$ cat config.mk
export PLATFORM = sky130hd
export DESIGN_NAME = stop_clk_ctrl
export DESIGN_NICKNAME = d
export VERILOG_FILES = /design/src/rtl/stop_clk_pkg.sv /design/src/rtl/stop_rst_sync.sv /design/src/rtl/stop_regs.sv /design/src/rtl/stop_fsm.sv /design/src/rtl/stop_gate.sv /design/src/rtl/stop_clk_ctrl.sv
export SDC_FILE = /design/constraint.sdc
export NUM_CORES = 1
export LEC_CHECK = 0
export BUFFER_PORTS_ARGS = -buffer_cell sky130_fd_sc_hd__buf_4
export CORE_UTILIZATION = 43
export DETAILED_ROUTE_END_ITERATION = 8
export MAX_ROUTING_LAYER = met4
export PLACE_DENSITY = 0.71
export SLEW_MARGIN = 0
export SYNTH_ARGS = -nofsm -noshare
export SYNTH_HDL_FRONTEND = slang
export SYNTH_SLANG_ARGS = --single-unit
$ cat constraint.sdc
create_clock -name clk -period 2.25 [get_ports clk]
set_input_delay 0.1125 -clock clk [delete_from_list [all_inputs] [get_ports clk]]
set_output_delay 0.1125 -clock clk [all_outputs]
set_load 0.02 [all_outputs]
$ cat src/rtl/stop_clk_pkg.sv
package stop_clk_pkg;
  typedef enum logic [1:0] {
    ST_RUN  = 2'd0,
    ST_STOP = 2'd1,
    ST_WAIT = 2'd2
  } pwr_state_e;

  // power-control register (address 0) field positions
  localparam int PWR_IDX_STOP = 0;
  localparam int PWR_IDX_BYP  = 1;
  localparam int PWR_IDX_EXP  = 2;
  // clock-control register (address 1) field positions
  localparam int CLK_IDX_FBC  = 0;
  localparam int CLK_IDX_SUB  = 1;
endpackage

$ cat src/rtl/stop_rst_sync.sv
module stop_rst_sync (
  input  logic clk,
  input  logic rst_n,
  output logic rst_n_s
);
  logic meta_q;

  always_ff @(posedge clk or negedge rst_n) begin
    if (!rst_n) begin
      meta_q  <= 1'b0;
      rst_n_s <= 1'b0;
    end else begin
      meta_q  <= 1'b1;
      rst_n_s <= meta_q;
    end
  end
endmodule

$ cat src/rtl/stop_regs.sv
module stop_regs #(
  parameter int DATA_W = 8,
  parameter int EXP_W  = 3
) (
  input  logic              clk,
  input  logic              rst_n,
  input  logic              wr_en,
  input  logic              wr_addr,
  input  logic [DATA_W-1:0] wr_data,
  input  logic              rd_addr,
  input  logic              in_run,
  input  logic              set_stop,
  input  logic              clr_stop,
  output logic [DATA_W-1:0] rd_data,
  output logic              stop_wr,
  output logic              stop_bit,
  output logic              bypass,
  output logic [EXP_W-1:0]  wait_exp,
  output logic              fb_cut,
  output logic              cpu_sub
);
  import stop_clk_pkg::*;

  logic             stop_d, byp_d, fbc_d, sub_d;
  logic [EXP_W-1:0] exp_d;
  logic             wr_pwr, wr_clk;

  assign wr_pwr  = wr_en && in_run && (wr_addr == 1'b0);
  assign wr_clk  = wr_en && in_run && (wr_addr == 1'b1);
  assign stop_wr = wr_pwr && wr_data[PWR_IDX_STOP];

  always_comb begin
    stop_d = stop_bit;
    byp_d  = bypass;
    exp_d  = wait_exp;
    fbc_d  = fb_cut;
    sub_d  = cpu_sub;
    if (set_stop)      stop_d = 1'b1;
    else if (clr_stop) stop_d = 1'b0;
    if (wr_pwr) begin
      byp_d = wr_data[PWR_IDX_BYP];
      exp_d = wr_data[PWR_IDX_EXP +: EXP_W];
    end
    if (wr_clk) begin
      fbc_d = wr_data[CLK_IDX_FBC];
      sub_d = wr_data[CLK_IDX_SUB];
    end
  end

  always_ff @(posedge clk or negedge rst_n) begin
    if (!rst_n) begin
      stop_bit <= 1'b0;
      bypass   <= 1'b0;
      wait_exp <= '0;
      fb_cut   <= 1'b0;
      cpu_sub  <= 1'b0;
    end else begin
      stop_bit <= stop_d;
      bypass   <= byp_d;
      wait_exp <= exp_d;
      fb_cut   <= fbc_d;
      cpu_sub  <= sub_d;
    end
  end

  always_comb begin
    rd_data = '0;
    if (rd_addr == 1'b0) begin
      rd_data[PWR_IDX_STOP]          = stop_bit;
      rd_data[PWR_IDX_BYP]           = bypass;
      rd_data[PWR_IDX_EXP +: EXP_W]  = wait_exp;
    end else begin
      rd_data[CLK_IDX_FBC] = fb_cut;
      rd_data[CLK_IDX_SUB] = cpu_sub;
    end
  end


  frozen_cfg_chk: assert property (@(posedge clk) disable iff (!rst_n)
    (wr_en && !in_run) |=> ($stable(wait_exp) && $stable(bypass) &&
                            $stable(fb_cut) && $stable(cpu_sub)));
endmodule

$ cat src/rtl/stop_fsm.sv
module stop_fsm #(
  parameter int EXP_W = 3
) (
  input  logic                     clk,
  input  logic                     rst_n,
  input  logic                     stop_wr,
  input  logic                     cpu_sub,
  input  logic                     wake,
  input  logic                     bypass,
  input  logic [EXP_W-1:0]         wait_exp,
  output stop_clk_pkg::pwr_state_e state_q,
  output logic                     set_stop,
  output logic                     clr_stop,
  output logic                     entry_err
);
  import stop_clk_pkg::*;

  localparam int CNT_W = (1 << EXP_W) - 1;

  pwr_state_e       state_d;
  logic [CNT_W-1:0] cnt_q, cnt_d, lim;
  logic             err_d;

  assign lim      = ~({CNT_W{1'b1}} << wait_exp);
  assign set_stop = stop_wr && !cpu_sub && !wake;
  assign err_d    = stop_wr && cpu_sub;
  assign clr_stop = (state_q != ST_RUN) && (state_d == ST_RUN);

  always_comb begin
    state_d = state_q;
    cnt_d   = cnt_q;
    unique case (state_q)
      ST_RUN: begin
        if (set_stop) state_d = ST_STOP;
      end
      ST_STOP: begin
        if (wake) begin
          cnt_d   = '0;
          state_d = bypass ? ST_RUN : ST_WAIT;
        end
      end
      ST_WAIT: begin
        if (cnt_q == lim) state_d = ST_RUN;
        else              cnt_d   = cnt_q + 1'b1;
      end
      default: state_d = ST_RUN;
    endcase
  end

  always_ff @(posedge clk or negedge rst_n) begin
    if (!rst_n) begin
      state_q   <= ST_RUN;
      cnt_q     <= '0;
      entry_err <= 1'b0;
    end else begin
      state_q   <= state_d;
      cnt_q     <= cnt_d;
      entry_err <= err_d;
    end
  end


  sub_refuse_chk: assert property (@(posedge clk) disable iff (!rst_n)
    (stop_wr && cpu_sub) |=> (state_q == ST_RUN && entry_err));

  wake_collide_chk: assert property (@(posedge clk) disable iff (!rst_n)
    (stop_wr && wake) |=> (state_q == ST_RUN));

  bypass_exit_chk: assert property (@(posedge clk) disable iff (!rst_n)
    (state_q == ST_STOP && wake && bypass) |=> (state_q == ST_RUN));

  settle_hold_chk: assert property (@(posedge clk) disable iff (!rst_n)
    (state_q == ST_WAIT && cnt_q != lim) |=> (state_q == ST_WAIT));
endmodule

$ cat src/rtl/stop_gate.sv
module stop_gate #(
  parameter int NUM_TMR = 6,
  parameter int NUM_SER = 3
) (
  input  logic                     clk,
  input  logic                     rst_n,
  input  stop_clk_pkg::pwr_state_e state_q,
  input  logic                     fb_cut,
  input  logic [NUM_TMR-1:0]       tmr_sub_sel,
  input  logic [NUM_SER-1:0]       ser_ext_sel,
  output logic                     main_osc_en,
  output logic                     sub_fb_en,
  output logic                     cpu_clk_en,
  output logic [NUM_TMR-1:0]       tmr_clk_en,
  output logic [NUM_SER-1:0]       ser_clk_en,
  output logic                     wdt_clk_en,
  output logic                     i2c_clk_en,
  output logic                     adc_clk_en,
  output logic                     dma_clk_en
);
  import stop_clk_pkg::*;

  logic awake;

  assign awake       = (state_q == ST_RUN);
  assign cpu_clk_en  = awake;
  assign main_osc_en = (state_q != ST_STOP);
  assign sub_fb_en   = !((state_q == ST_STOP) && fb_cut);
  assign wdt_clk_en  = awake;
  assign i2c_clk_en  = awake;
  assign adc_clk_en  = awake;
  assign dma_clk_en  = awake;

  for (genvar t = 0; t < NUM_TMR; t++) begin : g_tmr
    assign tmr_clk_en[t] = awake || tmr_sub_sel[t];
  end

  for (genvar s = 0; s < NUM_SER; s++) begin : g_ser
    assign ser_clk_en[s] = awake || ser_ext_sel[s];
  end


  fixed_off_chk: assert property (@(posedge clk) disable iff (!rst_n)
    !main_osc_en |-> !(cpu_clk_en || wdt_clk_en || i2c_clk_en || adc_clk_en || dma_clk_en));
endmodule

$ cat src/rtl/stop_clk_ctrl.sv
module stop_clk_ctrl #(
  parameter int DATA_W  = 8,
  parameter int EXP_W   = 3,
  parameter int NUM_TMR = 6,
  parameter int NUM_SER = 3
) (
  input  logic               clk,
  input  logic               rst_n,
  input  logic               wr_en,
  input  logic               wr_addr,
  input  logic [DATA_W-1:0]  wr_data,
  input  logic               rd_addr,
  output logic [DATA_W-1:0]  rd_data,
  input  logic               wake,
  input  logic [NUM_TMR-1:0] tmr_sub_sel,
  input  logic [NUM_SER-1:0] ser_ext_sel,
  output logic               main_osc_en,
  output logic               sub_fb_en,
  output logic               cpu_clk_en,
  output logic [NUM_TMR-1:0] tmr_clk_en,
  output logic [NUM_SER-1:0] ser_clk_en,
  output logic               wdt_clk_en,
  output logic               i2c_clk_en,
  output logic               adc_clk_en,
  output logic               dma_clk_en,
  output logic               entry_err
);
  import stop_clk_pkg::*;

  logic             rst_n_s;
  pwr_state_e       state_q;
  logic             stop_wr, set_stop, clr_stop;
  logic             stop_bit, bypass, fb_cut, cpu_sub;
  logic [EXP_W-1:0] wait_exp;

  stop_rst_sync u_rst (
    .clk     (clk),
    .rst_n   (rst_n),
    .rst_n_s (rst_n_s)
  );

  stop_regs #(.DATA_W(DATA_W), .EXP_W(EXP_W)) u_regs (
    .clk      (clk),
    .rst_n    (rst_n_s),
    .wr_en    (wr_en),
    .wr_addr  (wr_addr),
    .wr_data  (wr_data),
    .rd_addr  (rd_addr),
    .in_run   (state_q == ST_RUN),
    .set_stop (set_stop),
    .clr_stop (clr_stop),
    .rd_data  (rd_data),
    .stop_wr  (stop_wr),
    .stop_bit (stop_bit),
    .bypass   (bypass),
    .wait_exp (wait_exp),
    .fb_cut   (fb_cut),
    .cpu_sub  (cpu_sub)
  );

  stop_fsm #(.EXP_W(EXP_W)) u_fsm (
    .clk       (clk),
    .rst_n     (rst_n_s),
    .stop_wr   (stop_wr),
    .cpu_sub   (cpu_sub),
    .wake      (wake),
    .bypass    (bypass),
    .wait_exp  (wait_exp),
    .state_q   (state_q),
    .set_stop  (set_stop),
    .clr_stop  (clr_stop),
    .entry_err (entry_err)
  );

  stop_gate #(.NUM_TMR(NUM_TMR), .NUM_SER(NUM_SER)) u_gate (
    .clk         (clk),
    .rst_n       (rst_n_s),
    .state_q     (state_q),
    .fb_cut      (fb_cut),
    .tmr_sub_sel (tmr_sub_sel),
    .ser_ext_sel (ser_ext_sel),
    .main_osc_en (main_osc_en),
    .sub_fb_en   (sub_fb_en),
    .cpu_clk_en  (cpu_clk_en),
    .tmr_clk_en  (tmr_clk_en),
    .ser_clk_en  (ser_clk_en),
    .wdt_clk_en  (wdt_clk_en),
    .i2c_clk_en  (i2c_clk_en),
    .adc_clk_en  (adc_clk_en),
    .dma_clk_en  (dma_clk_en)
  );


  stop_clear_chk: assert property (@(posedge clk) disable iff (!rst_n_s)
    $rose(cpu_clk_en) |-> !stop_bit);

  stop_held_chk: assert property (@(posedge clk) disable iff (!rst_n_s)
    !main_osc_en |-> stop_bit);
endmodule

-- After elaboration in Yosys (flattened, before gate mapping)
Cells that the tools add are included.
- shifts and indexed selects: 1
- equality and inequality tests: 6
- add/sub/neg operators: 1
- reductions and logical operators: 27
- multiplexer cells: 12
- div/mod/pow operators: 0
- multipliers: 0
- bitwise operators: 2
- magnitude comparators: 0
- operators with widths (kind ; number):
    7-bit two-way mux ; 2
    7-bit one-hot mux with 2 select lines ; 1
    2-bit two-way mux ; 5
    1-bit logical AND ; 9
    1-bit logical OR ; 9
    7-bit by 1-bit adder with 7-bit output, second input constant ; 1
    7-bit == test ; 1
    7-bit NOT ; 1
    7-bit by 3-bit left shift with 7-bit output, first input constant ; 1
    2-bit one-hot mux with 3 select lines ; 1
    2-bit nonzero test ; 3
    2-bit logical NOT ; 2
    2-bit inequality test, second input constant ; 2
    1-bit logical NOT ; 3
    3-bit two-way mux ; 1
    3-bit AND reduction ; 1
    2-bit by 1-bit == test with 1-bit output, second input constant ; 1
    2-bit == test, second input constant ; 1
    1-bit two-way mux ; 2
    2-bit by 1-bit inequality test with 1-bit output, second input constant ; 1
    1-bit NOT ; 1
- word-level logic and storage cells: 59
- output and inout bits: 25
- input port bits: 23
- register bits after elaboration: 19
- RAM bits: 0
- memories: 0
- bits in latches: 0
- ROM bits: 0

-- Depth between registers and ports, before layout
Gate-level depths: netlist of run 1.
- word-level depth: 12
- mapped depth: 6
- mapped depth without buffers: 5

-- By module
Synthesis of run 1 repeated with hierarchy kept, for this count alone.
- cell total of the unflattened synthesis: 129
- area, all modules: 1332.5 um2
- modules (own cells, without submodules) (module ; cells each ; instances ; sequential area each (um2) ; area an instance (um2)):
    stop_fsm ; 79 ; 1 ; 250.2 ; 783.3
    stop_regs ; 28 ; 1 ; 175.2 ; 354.1
    stop_gate ; 18 ; 1 ; 0.0 ; 137.6
    stop_rst_sync ; 3 ; 1 ; 50.0 ; 53.8
    stop_clk_ctrl ; 1 ; 1 ; 0.0 ; 3.8

-- Worst setup path before layout of run 1
OpenSTA, ideal clock, no wires.
- kind: register to register
- start: register u_regs.wait_exp[0]
- end: register u_fsm.cnt_q[1]
- period minus slack after synthesis: 1.733 ns
- path slack: 0.517 ns
- buffers on the path: 1
- setup time: 0.120 ns
- data required time: 2.130 ns
- stages on the path, launching flop included: 7
- arrival time: 1.613 ns
- cells stage by stage: dfrtp_1 -> buf_6 -> or4_4 -> nor2_4 -> o221ai_1 -> and3_1 -> a31o_1
- cells in the longest elaborated chain, start to end: 5
- ends and longest elaborated chain (what ; RTL line ; source):
    start: declaration ; stop_regs.sv:18 ; output logic [EXP_W-1:0] wait_exp,
    start signal: assignment ; stop_regs.sv:60 ; wait_exp <= exp_d;
    7-bit by 3-bit left shift with 7-bit output ; stop_fsm.sv:24 ; assign lim = ~({CNT_W{1'b1}} << wait_exp);
    7-bit NOT ; stop_fsm.sv:24 ;
    7-bit == test ; stop_fsm.sv:43 ; if (cnt_q == lim) state_d = ST_RUN;
    2-bit inequality test (no line) ; - ;
    3-bit AND reduction (no line) ; - ;
    end signal: assignment ; stop_fsm.sv:57 ; cnt_q <= cnt_d;
    end: declaration ; stop_fsm.sv:21 ; logic [CNT_W-1:0] cnt_q, cnt_d, lim;
Every way passes these cells.
A chain may end at the register's enable or synchronous reset.

-- Final worst setup path of run 1
- start: register u_regs.wait_exp[1]
- end: register u_fsm.cnt_q[1]
Same word-level chain as after synthesis.

==> reports/metrics.cfg, run 1 <==
[run_status]
status=finished clean

[die]
die_w_um=56.2
coreArea_um2=2780
initial_core_util_pct=45.5
fp.dieArea_um2=3160
top_level_ports=48
fp.dieH_um=56.2
rows=19

[hold_path]
hold_path.class=primary input to flop
whs_path_depth=2
min_from=wr_data[2]
hold_path_end=u_regs.wait_exp[0]

[clock_tree]
post-cts-setup-buffers=0
htree_num_levels=1
cts_buffer_depth=2
cts.clk_slew.worst_paths_ns=0.10
root_buffer=clkbuf_4
hold_buffers=2
cts.sinks=19
post_cts_resized=0
insertion_delay_ns=0.30
numCtsBuffers=3
cts_tree=done

[logic_synthesis]
post_synth_and_or_nand_nor_area_fraction_pct=23.6
synthXorXnorAreaFrac_pct=1.38
synth_ff_type=dfrtp_1
synth_cell_types=44
synthAdderAreaFrac_pct=0.989
synth_edf_count=0
yosysSeqAreaShare_pct=37.6
synth_seq_cells=19
synth_top_family_by_area=simple AND/OR/NAND/NOR gates
async_reset_ff_share_pct=100
syn_area_um2=1260
yosysWarnings=0
synth_compound_area_share_pct=17.5
synthCells=126
synth.area.mux_share_pct=11.0
avgSynthCellArea_um2=10.0

[cells_and_area]
n_antenna_cell=0
final_util_pct=57.5
layout-drive-gt1-share_pct=44.8
syn_to_final_growth_pct=26.4
final_nets=190

[grt]
grt_usage_pct=18.0
grt_pass1_wl_um=4340
antenna_found_initial=0
grt.overflow.total=0
grt_start_max_net_pins=18
grt_pass1_vias=1035

[power]
power_density_nw_per_um2=1220
p_leak_uw=0.000749
peakVddDrop_mv=0.837
finalPower_uw=1950

[setup_path]
r2r_setup_slack_ns=0.39
r2r-start=u_regs.wait_exp[1]
crit_fanout=12
critical_path_required_ns=2.45
endpoint_kind=flop
start_kind=flop
critPathKind=flop to flop
r2r_cells=5
cp.arrival_ns=2.07
r2r_end=u_fsm.cnt_q[1]

[sta]
rsz0062_at_grt=false
max_slew_margin_pct=52.5
slew_viol_final=0
fin_setup_tns_ns=0
finalCritPeriodShare_pct=82.8
finalSetupViolations=0
fmax_mhz=537
layout_min_cycle_time_ns=1.86
worstMarginPinSlew_ns=0.713
clock_skew_ns=0.00118
finalHoldViolations=0

[route]
wirelength_um=2690
first_pass_iters=3
vias=1066
viasPerCell=5.44
drc=0
wl_per_cell_um=13.7
drtIter0Drc=35
ant_nets=0

[placed_design]
hpwl_um=2050
gp_congestion=0.831
portBuffers=41

[run]
drv_cap=0

==> layout by cell type (no fill, tap or decap), drive strengths merged, types with 2 or more instances in the layout <==
cell / instances
and2: 2
and3: 6
dfrtp: 19
conb: 4
nor2b: 4
o21ai: 5
o211ai: 3
o22ai: 4
mux2i: 6
mux2: 7
nor2: 4
nor3: 4
inv: 3
nand2: 13
buf: 43
clkbuf: 4
nand3: 2
a21oi: 2
o2111ai: 2
dlygate4sd3: 2
or2: 10
==> layout make-up <==
cell class              instances  area [µm²]
fillers                       245        1180
multi-input cells              94         704
flip-flops and latches         19         475
well taps                      31        38.8
inverters                       3        11.3
repair buffers                 45         343
clock buffers                   4        26.3
==> metrics by stage <==
| step | instance area, µm² | hold WS [ns] | std cells | worst slack, ns |
|---|---|---|---|---|
| 6_report | 1600 | 0.0361 | 196 | 0.387 |
| 5_1_grt | 1600 | 0.0260 | 196 | 0.236 |
| 4_1_cts | 1600 | 0.0322 | 196 | 0.365 |
| 3_5_place_dp | 1550 | -0.102 | 190 | 0.376 |
| 3_3_place_gp | 1550 | -0.104 | 190 | 0.411 |
| 2_1_floorplan | 1270 | -0.183 | 128 | 0.517 |
==> how the worst max path moves through the flow <==
stage                     cells after the start               to          startpoint  slack, ns
final                                         5   u_fsm.cnt_q[1]  u_regs.wait_exp[1]       0.39
after global routing                          5   u_fsm.cnt_q[5]  u_regs.wait_exp[1]       0.24
after CTS                                     5  u_regs.stop_bit  u_regs.wait_exp[2]       0.37
after detailed placement                      5  u_regs.stop_bit  u_regs.wait_exp[2]       0.38
after global placement                        5   u_fsm.cnt_q[1]  u_regs.wait_exp[1]       0.41
after floorplan                               6   u_fsm.cnt_q[1]  u_regs.wait_exp[0]       0.52
==> state kept, by name, indices dropped and copies added, names as in the netlist <==
name	flops
u_fsm.cnt_q	7
u_regs.wait_exp	3
u_fsm.state_q	2
u_fsm.entry_err	1
u_regs.bypass	1
u_regs.cpu_sub	1
u_regs.fb_cut	1
u_regs.stop_bit	1
u_rst.meta_q	1
u_rst.rst_n_s	1
==> cells by family after synthesis <==
kind of cell / after synthesis
AOI/OAI and AO/OA: 23
other: 2
DFF: 19
xor gates and xnor gates: 2
buffers and inverters: 15
muxes: 13
and+or+nand+nor: 51
adders and majority gates: 1
==> cells in the mapped netlist (2+ instances only) <==
library cell,n,area share [%]
o21ai_1,3,1.2
a21oi_1,2,0.79
nand3_1,2,0.79
and3_1,6,3.0
nor2b_1,4,2.0
o22ai_2,2,2.0
nand2_1,13,3.9
conb_1,2,0.59
mux2_2,7,6.2
and2_1,2,0.99
buf_2,2,0.79
mux2i_1,6,4.7
buf_4,7,4.2
nor3_1,3,1.2
clkbuf_1,2,0.59
nor2_1,3,0.89
dfrtp_1,19,38
o21ai_0,2,0.79
o211ai_2,3,3.0
or2_2,9,4.5
inv_1,3,0.89
o2111ai_1,2,1.4
==> worst max-delay path, stage by stage (launching register included) <==
cell and delay (ns):
dfrtp_1 0.53, or4_4 0.55, nor2_4 0.15, o221ai_1 0.15, and3_1 0.22, a31o_1 0.17
==> layer usage <==
metal	wire length (µm)	GRT usage, %	vias to the layer above	part of all wire [%]
met5	0	-	-	0
met1	1170	21.4	517	43
met2	1400	31.1	31	52
li1	-	-	516	-
met4	21	6.97	0	0.78
met3	100	2.33	2	3.7
==> where the power goes <==
group          switching (µW)  internal (µW)
combinational             562            515
clock                     106           69.2
sequential                224            475
total                     892           1060
Note: power is estimated with default switching activity, not from simulation.
==> run 2, diff against run 1 <==
PLACE_DENSITY = 0.74   (was 0.71)
clock period = 1.7 ns   (was 2.25 ns; I/O delays follow)
==> run 2 against run 1 <==
- the flow now finishes with violations (setup timing)
- worst hold slack got worse by 0.021 ns
- die area did not move
- register-to-register slack got worse by 0.40 ns
- via count increased by 7.4%
- first-iteration DRC count decreased by 40%
- final area rose by 9.6%
- routed wire length up 16%
- largest power group unchanged
==> reports/metrics.cfg, run 2 (same netlist as run 1, synthesis figures left out) <==
[run_status]
status=complete, but fails checks
violations=setup timing

[cells_and_area]
top_register=u_fsm.cnt_q
fillerInstances=228
largest_register_ffs=7
layout-drive-gt1-share_pct=53.4
mostFrequentLayoutCells=buf_4, dfrtp_1, nand2_1
final_common_cell=buf_4
top_regs=u_fsm.cnt_q x7, u_regs.wait_exp x3, u_fsm.state_q x2
final_cell_area_um2=1750
syn_to_final_growth_pct=38.6
final_nets=203
n_antenna_cell=0

[setup_path]
endpoint_kind=flop
crit_fanout=7
cp.arrival_ns=1.94
slowest_delay_ns=0.53
start_kind=flop
crit_chain=or4_4 > nor2_4 > o22ai_4 > o211ai_2 > mux2i_1
critPathKind=flop to flop
cp_slowest_cell=or4_4
critical_path_required_ns=1.92
crit_buf_inv=0
crit_family=simple AND/OR/NAND/NOR gates

[route]
wl_per_cell_um=14.9
vias=1145
drtIter0Drc=21
first_pass_iters=4
wirelength_um=3110
viasPerCell=5.48
drc=0
ant_nets=0

[sta]
layout_min_cycle_time_ns=1.72
finalCritPeriodShare_pct=101
hold_ws_ns=0.0156
rsz0062_at_grt=true
finalHoldViolations=0
finalSetupViolations=5
slew_viol_final=0
worstMarginPinSlew_ns=0.681
max_slew_margin_pct=54.6
clock_skew_ns=0.00750
fmax_mhz=582
setup_ws_ns=-0.0167

[clock_tree]
cts_tree=done
numCtsBuffers=3
cts.clk_slew.worst_paths_ns=0.11
cts.sinks=19
insertion_delay_ns=0.30
htree_num_levels=1
root_buffer=clkbuf_4
cts_buffer_depth=2

[placed_design]
portBuffers=41
hpwl_um=2400
gp_congestion=0.816
placed_area_um2=1650

[die]
fp.dieH_um=56.2
die_w_um=56.2
rows=19
fp.dieArea_um2=3160
coreArea_um2=2780
initial_core_util_pct=45.5
top_level_ports=48

[grt]
grt_start_max_net_pins=18
grt_usage_pct=21.1
grt_pass1_wl_um=5010
grt_pass1_vias=1113
antenna_found_initial=0
grt.overflow.total=0

[hold_path]
hold_path.class=primary input to flop

[run]
drv_cap=0

[power]
p_leak_uw=0.000826
peakVddDrop_mv=1.21
power_density_nw_per_um2=1700

-- run 2: layer usage --
metal	track usage [%]	routed length, µm	vias up
met5	-	0	-
met4	6.27	27	0
met3	3.02	154	4
met2	37.1	1650	44
met1	25.0	1280	556
li1	-	-	541
-- run 2: worst paths after layout --
kind                       cells after the start                 end  slack, ns          startpoint
hold / removal                                 2  u_regs.wait_exp[1]       0.02          wr_data[3]
hold reg to reg                                0  u_regs.wait_exp[1]       0.29       u_rst.rst_n_s
setup / recovery                               5      u_fsm.cnt_q[2]      -0.02  u_regs.wait_exp[1]
min in group asynchronous                      2        u_rst.meta_q       0.08               rst_n
setup reg to reg                               5      u_fsm.cnt_q[2]      -0.02  u_regs.wait_exp[1]
max in group asynchronous                      0      u_fsm.cnt_q[5]       0.93       u_rst.rst_n_s
-- run 2: cell type report --
class,count,area (µm²),share of cell area (%)
Inverter,3,11.3,0.642
Timing Repair Buffer,58,444,25.3
Sequential cell,19,478,27.3
Multi-Input combinational cell,94,754,43.0
Clock buffer,4,26.3,1.50
Tap cell,31,38.8,2.21
-- run 2: what timing repair did --
action                                 4_1_cts  5_1_grt
pin swaps                                    8        5
hold buffers                                 2        0
setup endpoints to repair                    9        9
gates resized for setup                      5        4
endpoints found under the hold margin        3        0
setup buffers                                1        1
-- run 2: report_power, final --
group,internal (µW),leakage (µW),switching [µW]
registers,635,0.000226,221
logic,904,0.000585,990
clock network,91.5,0.0000150,141
-- run 2: per-stage QoR --
step | power, µW | instances | setup slack (ns) | setup TNS (ns) | utilization, %
2_1_floorplan | 2010 | 128 | -0.0159 | -0.0159 | -
4_1_cts | 2890 | 208 | -0.0353 | -0.106 | 61.8
3_3_place_gp | 2530 | 201 | -0.0618 | -0.0618 | 59.2
6_report | 2980 | 209 | -0.0167 | -0.0559 | 63.0
5_1_grt | 3170 | 209 | -0.137 | -0.909 | 63.0
3_5_place_dp | 2590 | 201 | -0.149 | -0.272 | 59.2
==> run 3, diff against run 2 <==
CORE_MARGIN = 4   (was not set)
REMOVE_ABC_BUFFERS = 1   (was not set)
==> run 3 against run 2 <==
- non-clock buffer count down 2
- core utilization up 0.49 points
- final area up 0.78%
- first-iteration DRC count up 29%
- the run still ends with setup timing left
- maximum frequency down 1.1%
- critical path depth unchanged
- largest power group unchanged
- combinational power up 3%
==> reports/metrics.cfg, run 3 (same netlist as run 1, synthesis figures left out) <==
[run_status]
status=complete, but fails checks
violations=setup timing

[clock_tree]
cts_tree=done
root_buffer=clkbuf_4
cts_buffer_depth=2
insertion_delay_ns=0.30
cts.clk_slew.worst_paths_ns=0.10
post-cts-setup-buffers=0
numCtsBuffers=3
htree_num_levels=1
cts.sinks=19

[route]
viasPerCell=5.37
wl_per_cell_um=14.8
drc=0
wirelength_um=3070
ant_nets=0
vias=1111
drtIter0Drc=27
first_pass_iters=4

[die]
fp.dieH_um=62.2
coreArea_um2=2780
fp.dieArea_um2=3870
top_level_ports=48
rows=19
initial_core_util_pct=45.5
die_w_um=62.2

[sta]
finalCritPeriodShare_pct=102
setup_ws_ns=-0.0361
worstMarginPinSlew_ns=0.712
finalHoldViolations=0
finalSetupViolations=7
slew_viol_final=0
rsz0062_at_grt=true
layout_min_cycle_time_ns=1.74
max_slew_margin_pct=52.6
fmax_mhz=576
clock_skew_ns=0.00167

[cells_and_area]
layout-drive-gt1-share_pct=55.1
final_util_pct=63.5
largest_register_ffs=7
top_register=u_fsm.cnt_q
syn_to_final_growth_pct=39.7
final_nets=201
n_antenna_cell=0
final_common_cell=buf_4
top_regs=u_fsm.cnt_q x7, u_regs.wait_exp x3, u_fsm.state_q x2
mostFrequentLayoutCells=buf_4, dfrtp_1, nand2_1

[setup_path]
start_kind=flop
cp.arrival_ns=1.96
r2r_cells=5
critPathKind=flop to flop
endpoint_kind=flop
critical_path_required_ns=1.93
crit_fanout=7
r2r_end=u_fsm.cnt_q[3]
r2r_setup_slack_ns=-0.04
r2r-start=u_fsm.cnt_q[2]

[hold_path]
hold_path_end=u_regs.wait_exp[1]
hold_path.class=primary input to flop
min_from=wr_data[3]
whs_path_depth=2

[grt]
grt_pass1_wl_um=5130
grt_start_max_net_pins=18
antenna_found_initial=0
grt_pass1_vias=1155
grt.overflow.total=0
grt_usage_pct=16.3

[power]
finalPower_uw=3030
peakVddDrop_mv=1.24
p_leak_uw=0.000825
power_density_nw_per_um2=1710

[placed_design]
gp_congestion=0.865
hpwl_um=2400
portBuffers=41

[run]
drv_cap=0

[run 3: area by class of cell]
type	count	area, µm²
Multi-Input combinational cell	94	772
Fill cell	228	1010
Timing Repair Buffer	56	442
Clock buffer	4	26.3
Tap cell	31	38.8
Inverter	3	11.3
Sequential cell	19	477
[run 3: worst max path at each step]
| stage | startpoint | end | slack (ns) |
|---|---|---|---|
| global placement | u_fsm.cnt_q[2] | u_fsm.cnt_q[0] | -0.06 |
| detailed placement | u_regs.wait_exp[2] | u_regs.stop_bit | -0.10 |
| CTS | u_fsm.cnt_q[2] | u_fsm.cnt_q[0] | -0.06 |
| global route | u_fsm.cnt_q[2] | u_fsm.cnt_q[6] | -0.14 |
| finish | u_fsm.cnt_q[2] | u_fsm.cnt_q[3] | -0.04 |
| floorplan | u_fsm.state_q[1] | u_regs.bypass | -1.10 |
[run 3: what timing repair did]
action | 4_1_cts | 5_1_grt
hold buffers | 2 | 0
pin swaps | 4 | 4
resized for setup | 8 | 8
hold endpoints to repair | 4 | 0
setup endpoints to repair | 9 | 9
[run 3: stage by stage]
step	setup TNS (ns)	cells	cell area (µm²)	hold WS [ns]	setup slack, ns
floorplan	-16.40	116	1190	-0.211	-1.10
global placement	-0.137	201	1650	-0.133	-0.0568
detailed placement	-0.549	201	1650	-0.131	-0.102
CTS	-0.266	207	1730	0.00634	-0.0591
global route	-0.824	207	1770	-0.00200	-0.137
finish	-0.162	207	1770	0.0123	-0.0361
[run 3: layer usage]
layer	vias up	share of wire, %	track usage [%]
met2	13	56	29.7
met1	555	40	17.8
met3	5	2.1	2.52
met4	0	1.3	5.69
met5	-	0	-
li1	538	-	-
[run 3: critical path, cell delays in order, from the launching register on]
cell and delay, ns:
dfrtp_1 0.41, or4_4 0.56, nor2_4 0.14, o22ai_4 0.14, o2111ai_2 0.21, mux2i_1 0.21
[run 3: report_power, final]
| group | internal, µW | switching, µW |
|---|---|---|
| registers | 632 | 232 |
| logic | 939 | 1000 |
| clock network | 91.6 | 133 |
| total | 1660 | 1370 |
